[src/rtl/fseq_pkg.sv]
package fseq_pkg;

  typedef enum logic [1:0] {
    ST_HOLD  = 2'd0,
    ST_RECOV = 2'd1,
    ST_READY = 2'd2
  } fseq_state_e;

  // nanoseconds to clock cycles, rounded up
  function automatic int ns2cyc(input longint ns, input longint hz);
    longint prod;
    prod = ns * hz;
    return int'((prod + 64'd999_999_999) / 64'd1_000_000_000);
  endfunction

  function automatic int bits_for(input int val);
    return (val < 2) ? 1 : $clog2(val + 1);
  endfunction

endpackage

[src/rtl/fseq_sync.sv]
module fseq_sync #(
  parameter int STAGES = 2
) (
  input  logic clk,
  input  logic arst_n,
  input  logic d,
  output logic q
);
  logic [STAGES-1:0] chain;

  always_ff @(posedge clk or negedge arst_n) begin
    if (!arst_n) chain <= '0;
    else         chain <= {chain[STAGES-2:0], d};
  end

  assign q = chain[STAGES-1];
endmodule

[src/rtl/fseq_timer.sv]
module fseq_timer #(
  parameter int VAL = 8,
  parameter int W   = 4
) (
  input  logic clk,
  input  logic arst_n,
  input  logic load,
  input  logic en,
  output logic done
);
  localparam logic [W-1:0] START = W'(VAL);
  logic [W-1:0] cnt;

  always_ff @(posedge clk or negedge arst_n) begin
    if (!arst_n)                 cnt <= START;
    else if (load)               cnt <= START;
    else if (en && cnt != '0)    cnt <= cnt - 1'b1;
  end

  assign done = (cnt == '0);
endmodule

[src/rtl/flash_rst_seq.sv]
module flash_rst_seq #(
  parameter longint CLK_HZ       = 250_000_000,
  parameter longint T_RST_LOW_NS = 35_000,
  parameter longint T_RECOVER_NS = 35_000,
  parameter longint T_HOLD_NS    = 4_000
) (
  input  logic clk,
  input  logic pwr_good,
  input  logic rst_req,
  input  logic flash_ready,
  output logic flash_rst_n,
  output logic ce_allow,
  output logic access_ok
);
  import fseq_pkg::*;

  localparam int LOW_CYC  = ns2cyc(T_RST_LOW_NS, CLK_HZ);
  localparam int REC_CYC  = ns2cyc(T_RECOVER_NS, CLK_HZ);
  localparam int HOLD_CYC = ns2cyc(T_HOLD_NS, CLK_HZ);
  localparam int LOW_W    = bits_for(LOW_CYC);
  localparam int REC_W    = bits_for(REC_CYC);
  localparam int HOLD_W   = bits_for(HOLD_CYC);

  fseq_state_e state, state_nx;

  // named internal events, used by the checker
  logic ready_s;
  logic low_done;
  logic hold_met;
  logic rec_done;
  logic release_ev;

  fseq_sync #(.STAGES(2)) u_rdy_sync (
    .clk(clk), .arst_n(pwr_good), .d(flash_ready), .q(ready_s)
  );

  // minimum reset-low window, restarted by every request
  fseq_timer #(.VAL(LOW_CYC), .W(LOW_W)) u_low_tmr (
    .clk(clk), .arst_n(pwr_good),
    .load(rst_req), .en(state == ST_HOLD), .done(low_done)
  );

  // ready must stay high for the hold window without a break
  fseq_timer #(.VAL(HOLD_CYC), .W(HOLD_W)) u_hold_tmr (
    .clk(clk), .arst_n(pwr_good),
    .load(!ready_s), .en(1'b1), .done(hold_met)
  );

  // recovery after release, kept full while reset is low
  fseq_timer #(.VAL(REC_CYC), .W(REC_W)) u_rec_tmr (
    .clk(clk), .arst_n(pwr_good),
    .load(state == ST_HOLD), .en(state == ST_RECOV), .done(rec_done)
  );

  assign release_ev = (state == ST_HOLD) && low_done && hold_met && !rst_req;

  always_comb begin
    state_nx = state;
    if (rst_req) begin
      state_nx = ST_HOLD;
    end else begin
      unique case (state)
        ST_HOLD:  if (release_ev) state_nx = ST_RECOV;
        ST_RECOV: if (rec_done)   state_nx = ST_READY;
        ST_READY: state_nx = ST_READY;
        default:  state_nx = ST_HOLD;
      endcase
    end
  end

  always_ff @(posedge clk or negedge pwr_good) begin
    if (!pwr_good) state <= ST_HOLD;
    else           state <= state_nx;
  end

  assign flash_rst_n = (state != ST_HOLD);
  assign ce_allow    = (state != ST_HOLD);
  assign access_ok   = (state == ST_READY);

endmodule

[config.mk]
export PLATFORM = sky130hd
export DESIGN_NAME = flash_rst_seq
export DESIGN_NICKNAME = d
export VERILOG_FILES = /design/src/rtl/fseq_pkg.sv /design/src/rtl/fseq_sync.sv /design/src/rtl/fseq_timer.sv /design/src/rtl/flash_rst_seq.sv
export SDC_FILE = /design/constraint.sdc
export NUM_CORES = 1
export LEC_CHECK = 0
export CORE_ASPECT_RATIO = 1.1
export CORE_UTILIZATION = 62
export CTS_BUF_LIST = sky130_fd_sc_hd__clkbuf_4
export DETAILED_ROUTE_END_ITERATION = 10
export MAX_ROUTING_LAYER = met4
export PLACE_DENSITY = 0.88
export SLEW_MARGIN = 5
export SYNTH_ARGS = -nofsm -noshare
export SYNTH_HDL_FRONTEND = slang
export SYNTH_SLANG_ARGS = --single-unit
[constraint.sdc]
create_clock -name clk -period 3.3 [get_ports clk]
set_clock_uncertainty 0.15 [all_clocks]
set_input_delay 0.99 -clock clk [delete_from_list [all_inputs] [get_ports clk]]
set_output_delay 0.99 -clock clk [all_outputs]
set_load 0.05 [all_outputs]
# Word level (Yosys, flattened, before mapping)
# Index checks and enable logic that the tools add are counted.
# word_totals
register_bits	42
inputBits	4
out_inout_bits	3
elab_cells	40
# classes
addsub	3
eq_ne	5
mux	10
n_reduce_logical	17
# ops
cell	n
14-bit two-way mux	4
14-bit logical NOT	2
14-bit nonzero test	2
14-bit by 1-bit subtractor with 14-bit output (second input constant)	2
10-bit two-way mux	2
10-bit logical NOT	1
10-bit nonzero test	1
10-bit by 1-bit subtractor with 10-bit output (second input constant)	1
2-bit two-way mux	3
3-bit inequality test (second input constant)	2
2-bit case mux with 3 select lines	1
2-bit nonzero test	3
1-bit logical AND	5
2-bit by 1-bit == test with 1-bit output (second input constant)	1
2-bit == test (second input constant)	1
2-bit logical NOT	1
2-bit by 1-bit inequality test with 1-bit output (second input constant)	1
2-bit AND reduction	1
1-bit logical NOT	1

# Longest topological paths before layout
# Gate-level depths: netlist (run 1).
# logic_depth
depth_word	7
ltp_mapped	8
ltp_nobuf	6

# Cells and area by module
# Synthesis (run 1) repeated with hierarchy kept, for this count alone.
# unflattened
cells_unflattened	265
area_unflattened_um2	2572.5
# by_module_without_submodules
mod	n_inst	cells_per_inst	area_each_um2	seq_area_each_um2
fseq_timer (u_low_tmr ...)	2	92	887.1	357.8
fseq_timer (u_hold_tmr)	1	60	580.6	257.7
flash_rst_seq	1	19	167.7	50.0
fseq_sync	1	2	50.0	50.0

# Worst setup path after synthesis (run 1)
# No wires, ideal clock.
# synth_timing
path_type	reg2out
from	register state[0]
to	output port flash_rst_n
t_arrival_ps	2127
required_time_ps	2160
path_slack_ps	33
stages_incl_launch_ff	8
path_buffers	4
path_cell_list	dfrtp_1 inv_1 ha_1 clkbuf_1 inv_1 clkbuf_1 buf_1 buf_4
# synth_between
elab_chain_cells	1
# synth_lines
element	line_no	rtl
from (decl)	flash_rst_seq.sv:24	fseq_state_e state, state_nx;
from (signal assigned)	flash_rst_seq.sv:73	else state <= state_nx;
2-bit nonzero test	-	
to (decl)	flash_rst_seq.sv:11	output logic flash_rst_n,
# Every way passes these cells.

# Worst setup path in the final report (run 1)
# layout_timing
from	register state[0]
to	output port access_ok
# layout_between
elab_chain_cells	1
# layout_lines
element	line_no	rtl
2-bit == test	flash_rst_seq.sv:78	assign access_ok = (state == ST_READY);
to (decl)	flash_rst_seq.sv:13	output logic access_ok
# Every way passes these cells.

==> flow_summary.toml, run 1 <==
[synth]
ys_ff_latch = 42
synthTopCellsByArea = "dfrtp_1 (25%), dfstp_2 (20%), a21oi_1 (3.2%), ha_1 (3.2%), or3_1 (3.2%)"
syn-num-nets = 250
ys_async_sr_fraction = 1.00
synth-edff-count = 0
synth.most_common_cell = "dfrtp_1"
synth_area_leader_cell = "dfrtp_1"
synth_commonest_cells = "dfrtp_1 (24), dfstp_2 (18), a21oi_1 (15)"
synth-main-ff-cell = "dfrtp_1"
syn_inst = 240
yosys.area.top_type_share = 0.253
ys_seq_area_frac = 0.453
ys_types = 56
syn_area_sq_um = 2370
syn_avg_cell_area_sq_um = 9.88
yosysWarnings = 0

[critical_path]
cp_max_fo = 3
crit_start = "state[0]$_DFFE_PN0P_"
timing.rr.start = "state[0]$_DFFE_PN0P_"
crit_chain = "inv_1, ha_1, clkdlybuf4s50_1"
critPathRequiredTime_ns = 2.16
crit_arrival_ns = 1.87
cp-end-kind = "output pin"
r2r-end = "u_low_tmr.cnt[11]$_DFFE_PN0P_"
slowest_stage = "clkdlybuf4s50_1"
crit_type = "reg2out"
r2r_cells = 6
crit_path_start_kind = "register"
cp_slowest_stage_delay_ns = 0.81
reg2reg_slack_ns = 0.62

[global_route]
grt_pass1_wl_microns = 7140
grt_use_met2 = 0.370
grt_pass1_vias = 1624
grt-ovfl-total = 0
grt_max_degree = 43
top_usage_layer = "met2"
gr-usage-met3 = 0.0544
grt_util_all_layers = 0.242
antenna_found_initial = 0
met1_usage = 0.312

[worst_hold_path]
min_path_cells = 0
min_from = "u_rdy_sync.chain[0]$_DFF_PN0_"
hold_class = "reg2reg"
min_to = "u_rdy_sync.chain[1]$_DFF_PN0_"

[routing]
vias = 1870
avgRoutedWirePerCell_microns = 14.1
drc_errors = 0
ant_nets = 0
routed_wl_microns = 4200
post_drt_via_cell_ratio = 6.30
drt_iter0_drc = 127
firstDrtPassIters = 4

[finish]
stdcell_count = 297
drive_gt1_frac = 0.194
n_antenna_cell = 0
fin_nets = 256
area_growth_pct = 6.59

[floorplan]
rows = 23
die_y_microns = 66.9
die_area_sq_um = 4080
num_io_pins = 7
die_w_microns = 61.0
initial_core_util = 0.649
coreArea_sq_um = 3650

[cts]
cts-htree-levels = 2
cts_hold_buf = 0
clock_latency_ns = 0.36
ctsRootBufferMaster = "clkbuf_4"
cts_max_path_buffers = 2
path_clk_slew_ns = 0.12
cts_buffers = 5
post_cts_resized = 0
cts_tree = "yes"
cts_setup_buffers = 0
cts.sinks = 42

[power_and_ir_drop]
p_per_area_nw_per_um2 = 344
p_leak_nw = 0.902
max-vdd-ir-drop_uv = 211

[sta]
tns_ns = 0
period_share = 0.911
relSlewSlack = 0.403
slew_violations = 0
grt_setup_unrepaired = "false"
clock.fmax_mhz = 333
period_needed_ns = 3.01
hold_viol = 0
setup_viol = 0
worstMarginPinSlew_ns = 0.896

[placed_design]
place_inst = 289
dp_hpwl_microns = 2900
io_buffers = 6
gp_congestion = 0.892

[job]
drv_cap = 0

[outcome]
outcome = "finished, final reports clean"
-- layer usage --
layer	vias up	share of wire
li1	922	-
met1	916	0.47
met2	24	0.47
met3	8	0.031
met4	0	0.019
met5	-	0
-- sequential cells by signal, indices dropped and copies added (netlist names) --
signal            flops
u_low_tmr.cnt        14
u_rec_tmr.cnt        14
state                 2
u_hold_tmr.cnt       10
u_rdy_sync.chain      2
-- stage by stage --
| stage | power [mW] | utilization | instance area (sq um) | setup slack, ns | hold slack [ns] |
|---|---|---|---|---|---|
| 6_report | 0.870 | 0.692 | 2530 | 0.294 | 0.213 |
| 5_1_grt | 0.911 | 0.692 | 2530 | 0.161 | 0.228 |
| 4_1_cts | 0.883 | 0.692 | 2530 | 0.276 | 0.222 |
| 3_5_place_dp | 0.629 | 0.677 | 2470 | 0.645 | 0.196 |
| 3_3_place_gp | 0.625 | 0.677 | 2470 | 0.712 | 0.184 |
| 2_1_floorplan | 0.603 | - | 2370 | 0.0329 | 0.181 |
-- how the worst max path moves through the flow --
| stage | to | slack [ns] | cells past startpoint |
|---|---|---|---|
| after floorplan | flash_rst_n | 0.03 | 7 |
| after global placement | state[1]$_DFFE_PN0P_ | 0.71 | 5 |
| after detailed placement | state[1]$_DFFE_PN0P_ | 0.64 | 5 |
| after CTS | access_ok | 0.28 | 3 |
| after global routing | flash_rst_n | 0.16 | 4 |
| final | access_ok | 0.29 | 3 |
-- critical path: cells and delay by family, from the launching register on --
family | cells | cell delay, ns
buffers and inverters | 2 | 0.92
flip-flops | 1 | 0.40
adder cells (fa/ha/maj) | 1 | 0.19
-- layout make-up --
type / count / area [sq um]
Tap cell: 50 / 62.6
Fill cell: 286 / 1130
Clock inverter: 2 / 8.76
Clock buffer: 6 / 45.0
Inverter: 14 / 52.6
Sequential cell: 42 / 1070
Timing Repair Buffer: 8 / 90.1
Multi-Input combinational cell: 175 / 1200
-- report_power, final --
part,switching (mW),internal (mW),leakage [nW],total (mW)
combinational,0.0370,0.0281,0.354,0.0651
clock,0.161,0.0884,0.0331,0.250
sequential,0.0183,0.536,0.515,0.555
-- layout by cell type, fill, tap and decap left out, types with 3 or more instances in the layout --
cell | synthesis | layout
nand2_1 | 12 | 12
a21oi_1 | 15 | 15
xnor2_1 | 4 | 4
o21ai_0 | 12 | 12
nor2b_1 | 5 | 5
nor2_1 | 12 | 12
or2_2 | 3 | 3
o41ai_1 | 3 | 3
dfstp_2 | 18 | 18
mux2i_1 | 3 | 3
or4_1 | 7 | 7
a211o_1 | 3 | 3
clkbuf_4 | 0 | 6
nand3_1 | 12 | 12
o31ai_1 | 4 | 4
inv_1 | 14 | 14
or3_2 | 5 | 5
clkdlybuf4s50_1 | 0 | 3
dfrtp_1 | 24 | 24
nor3_1 | 6 | 6
nor4_1 | 9 | 9
or3_1 | 12 | 12
o211ai_1 | 3 | 3
ha_1 | 6 | 6
-- kinds of logic after synthesis --
group | synth area share
compound gates | 0.157
flops | 0.453
mux | 0.0174
buf+inv | 0.0432
simple gates | 0.276
xor+xnor | 0.0222
fa+ha+maj | 0.0316
No activity file was read; power rests on OpenSTA's default activity.
==> run 2, diff against run 1 <==
CORE_UTILIZATION = 60   (was 62)
PLACE_DENSITY = 0.86   (was 0.88)
RECOVER_POWER = 100   (was default)
==> flow_summary.toml, run 2 (synthesis results as in run 1) <==
[outcome]
outcome = "complete, but fails checks"
violations = "max-capacitance violations, max-slew violations"

[routing]
avgRoutedWirePerCell_microns = 14.3
firstDrtPassIters = 4
post_drt_via_cell_ratio = 6.06
drt_iter0_drc = 111
routed_wl_microns = 4280
ant_nets = 0
drc_errors = 0
vias = 1811

[critical_path]
r2r_cells = 7
timing.rr.start = "u_rec_tmr.cnt[0]$_DFFE_PN0P_"
cp-end-kind = "output pin"
reg2reg_slack_ns = 0.34
crit_type = "reg2out"
cp_max_fo = 3
crit_path_start_kind = "register"
critPathRequiredTime_ns = 2.16
r2r-end = "u_rec_tmr.cnt[5]$_DFFE_PN1P_"
crit_arrival_ns = 1.91

[sta]
clock.fmax_mhz = 328
tns_ns = 0
period_share = 0.923
hold_viol = 0
slew_violations = 43
grt_setup_unrepaired = "false"
period_needed_ns = 3.05
relSlewSlack = -0.417
setup_viol = 0
worstMarginPinSlew_ns = 2.12

[placed_design]
post_dp_cell_area_sq_um = 2490
gp_congestion = 0.864
dp_hpwl_microns = 3000
io_buffers = 6

[finish]
nFillCells = 289
drive_gt1_frac = 0.169
n_antenna_cell = 0
area_growth_pct = 5.17
fin_nets = 258
largestRegisters = "u_low_tmr.cnt: 14 flops, u_rec_tmr.cnt: 14 flops, u_hold_tmr.cnt: 10 flops"
final_common_cell = "dfrtp_1"
multi_input_area_sq_um = 1160
seq_area_sq_um = 1070
most-common-layout-cells = "dfrtp_1 (24), dfstp_2 (17), a21oi_1 (15), inv_1 (14)"
postLayoutCellArea_sq_um = 2490

[floorplan]
coreArea_sq_um = 3710
die_y_microns = 67.9
die_w_microns = 62.0
num_io_pins = 7
die_area_sq_um = 4210
initial_core_util = 0.639
rows = 23

[power_and_ir_drop]
p_per_area_nw_per_um2 = 381
max-vdd-ir-drop_uv = 338
p_leak_nw = 0.900

[global_route]
antenna_found_initial = 0
grt-ovfl-total = 0
grt_util_all_layers = 0.237
grt_pass1_vias = 1636
grt_max_degree = 43
grt_pass1_wl_microns = 7140

[cts]
post_cts_resized = 0
cts_tree = "yes"
clock_latency_ns = 0.36
ctsRootBufferMaster = "clkbuf_4"
cts.sinks = 42
cts_buffers = 5
path_clk_slew_ns = 0.13
cts_hold_buf = 0
cts_max_path_buffers = 2
cts-htree-levels = 2
cts_setup_buffers = 0

[worst_hold_path]
min_from = "u_rdy_sync.chain[0]$_DFF_PN0_"
min_path_cells = 0
hold_class = "reg2reg"
min_to = "u_rdy_sync.chain[1]$_DFF_PN0_"

[job]
drv_cap = 1
[run 2: cell types whose count changed in the layout (fill, tap and decap cells not counted), moves of 2 or more]
cell             change
and2_0               +2
clkdlybuf4s50_1      -2
clkbuf_1             +4
and2_1               -2
clkbuf_2             +2
buf_12               -2
dlygate4sd3_1        +2
[run 2: metal layers]
layer / wire [microns] / track usage
met2: 2080 / 0.359
met4: 66 / 0.0944
met5: 0 / -
met1: 2020 / 0.308
met3: 106 / 0.0510
[run 2: critical path, stage by stage, from the launching register on]
cell and delay, ns:
dfrtp_1 0.40, inv_1 0.11, ha_1 0.17, dlygate4sd3_1 0.87
[run 2: how the worst max path moves through the flow]
| stage | startpoint | endpoint | slack [ns] | cells after the start |
|---|---|---|---|---|
| 3_5_place_dp | state[0]$_DFFE_PN0P_ | access_ok | 0.70 | 3 |
| 2_1_floorplan | state[0]$_DFFE_PN0P_ | flash_rst_n | 0.03 | 7 |
| 5_1_grt | u_rec_tmr.cnt[0]$_DFFE_PN0P_ | u_rec_tmr.cnt[5]$_DFFE_PN1P_ | 0.1 | 7 |
| 6_report | state[0]$_DFFE_PN0P_ | access_ok | 0.25 | 3 |
| 4_1_cts | state[0]$_DFFE_PN0P_ | access_ok | 0.28 | 3 |
| 3_3_place_gp | state[0]$_DFFE_PN0P_ | access_ok | 0.73 | 3 |
[run 2: cell type report]
cell class / count / share of cell area
multi-input combinational: 175 / 0.467
sequential: 42 / 0.430
timing repair buffer: 10 / 0.0251
tap: 50 / 0.0251
inverter: 14 / 0.0211
clock buffer: 6 / 0.0181
clock inverter: 2 / 0.0135
[run 2: metrics by stage]
step	utilization	hold slack (ns)	power, mW	cells	worst slack (ns)
final	0.672	0.258	0.951	299	0.253
after global routing	0.672	0.270	0.995	299	0.0961
after CTS	0.692	0.251	0.963	299	0.280
after detailed placement	0.671	0.222	0.630	291	0.701
after global placement	0.671	0.185	0.626	291	0.728
after floorplan	-	0.181	0.603	240	0.0329
[run 2: report_power, final]
group	internal [mW]	switching (mW)	leakage, nW
clock	0.166	0.166	0.0433
combinational	0.0283	0.0368	0.343
sequential	0.536	0.0174	0.513
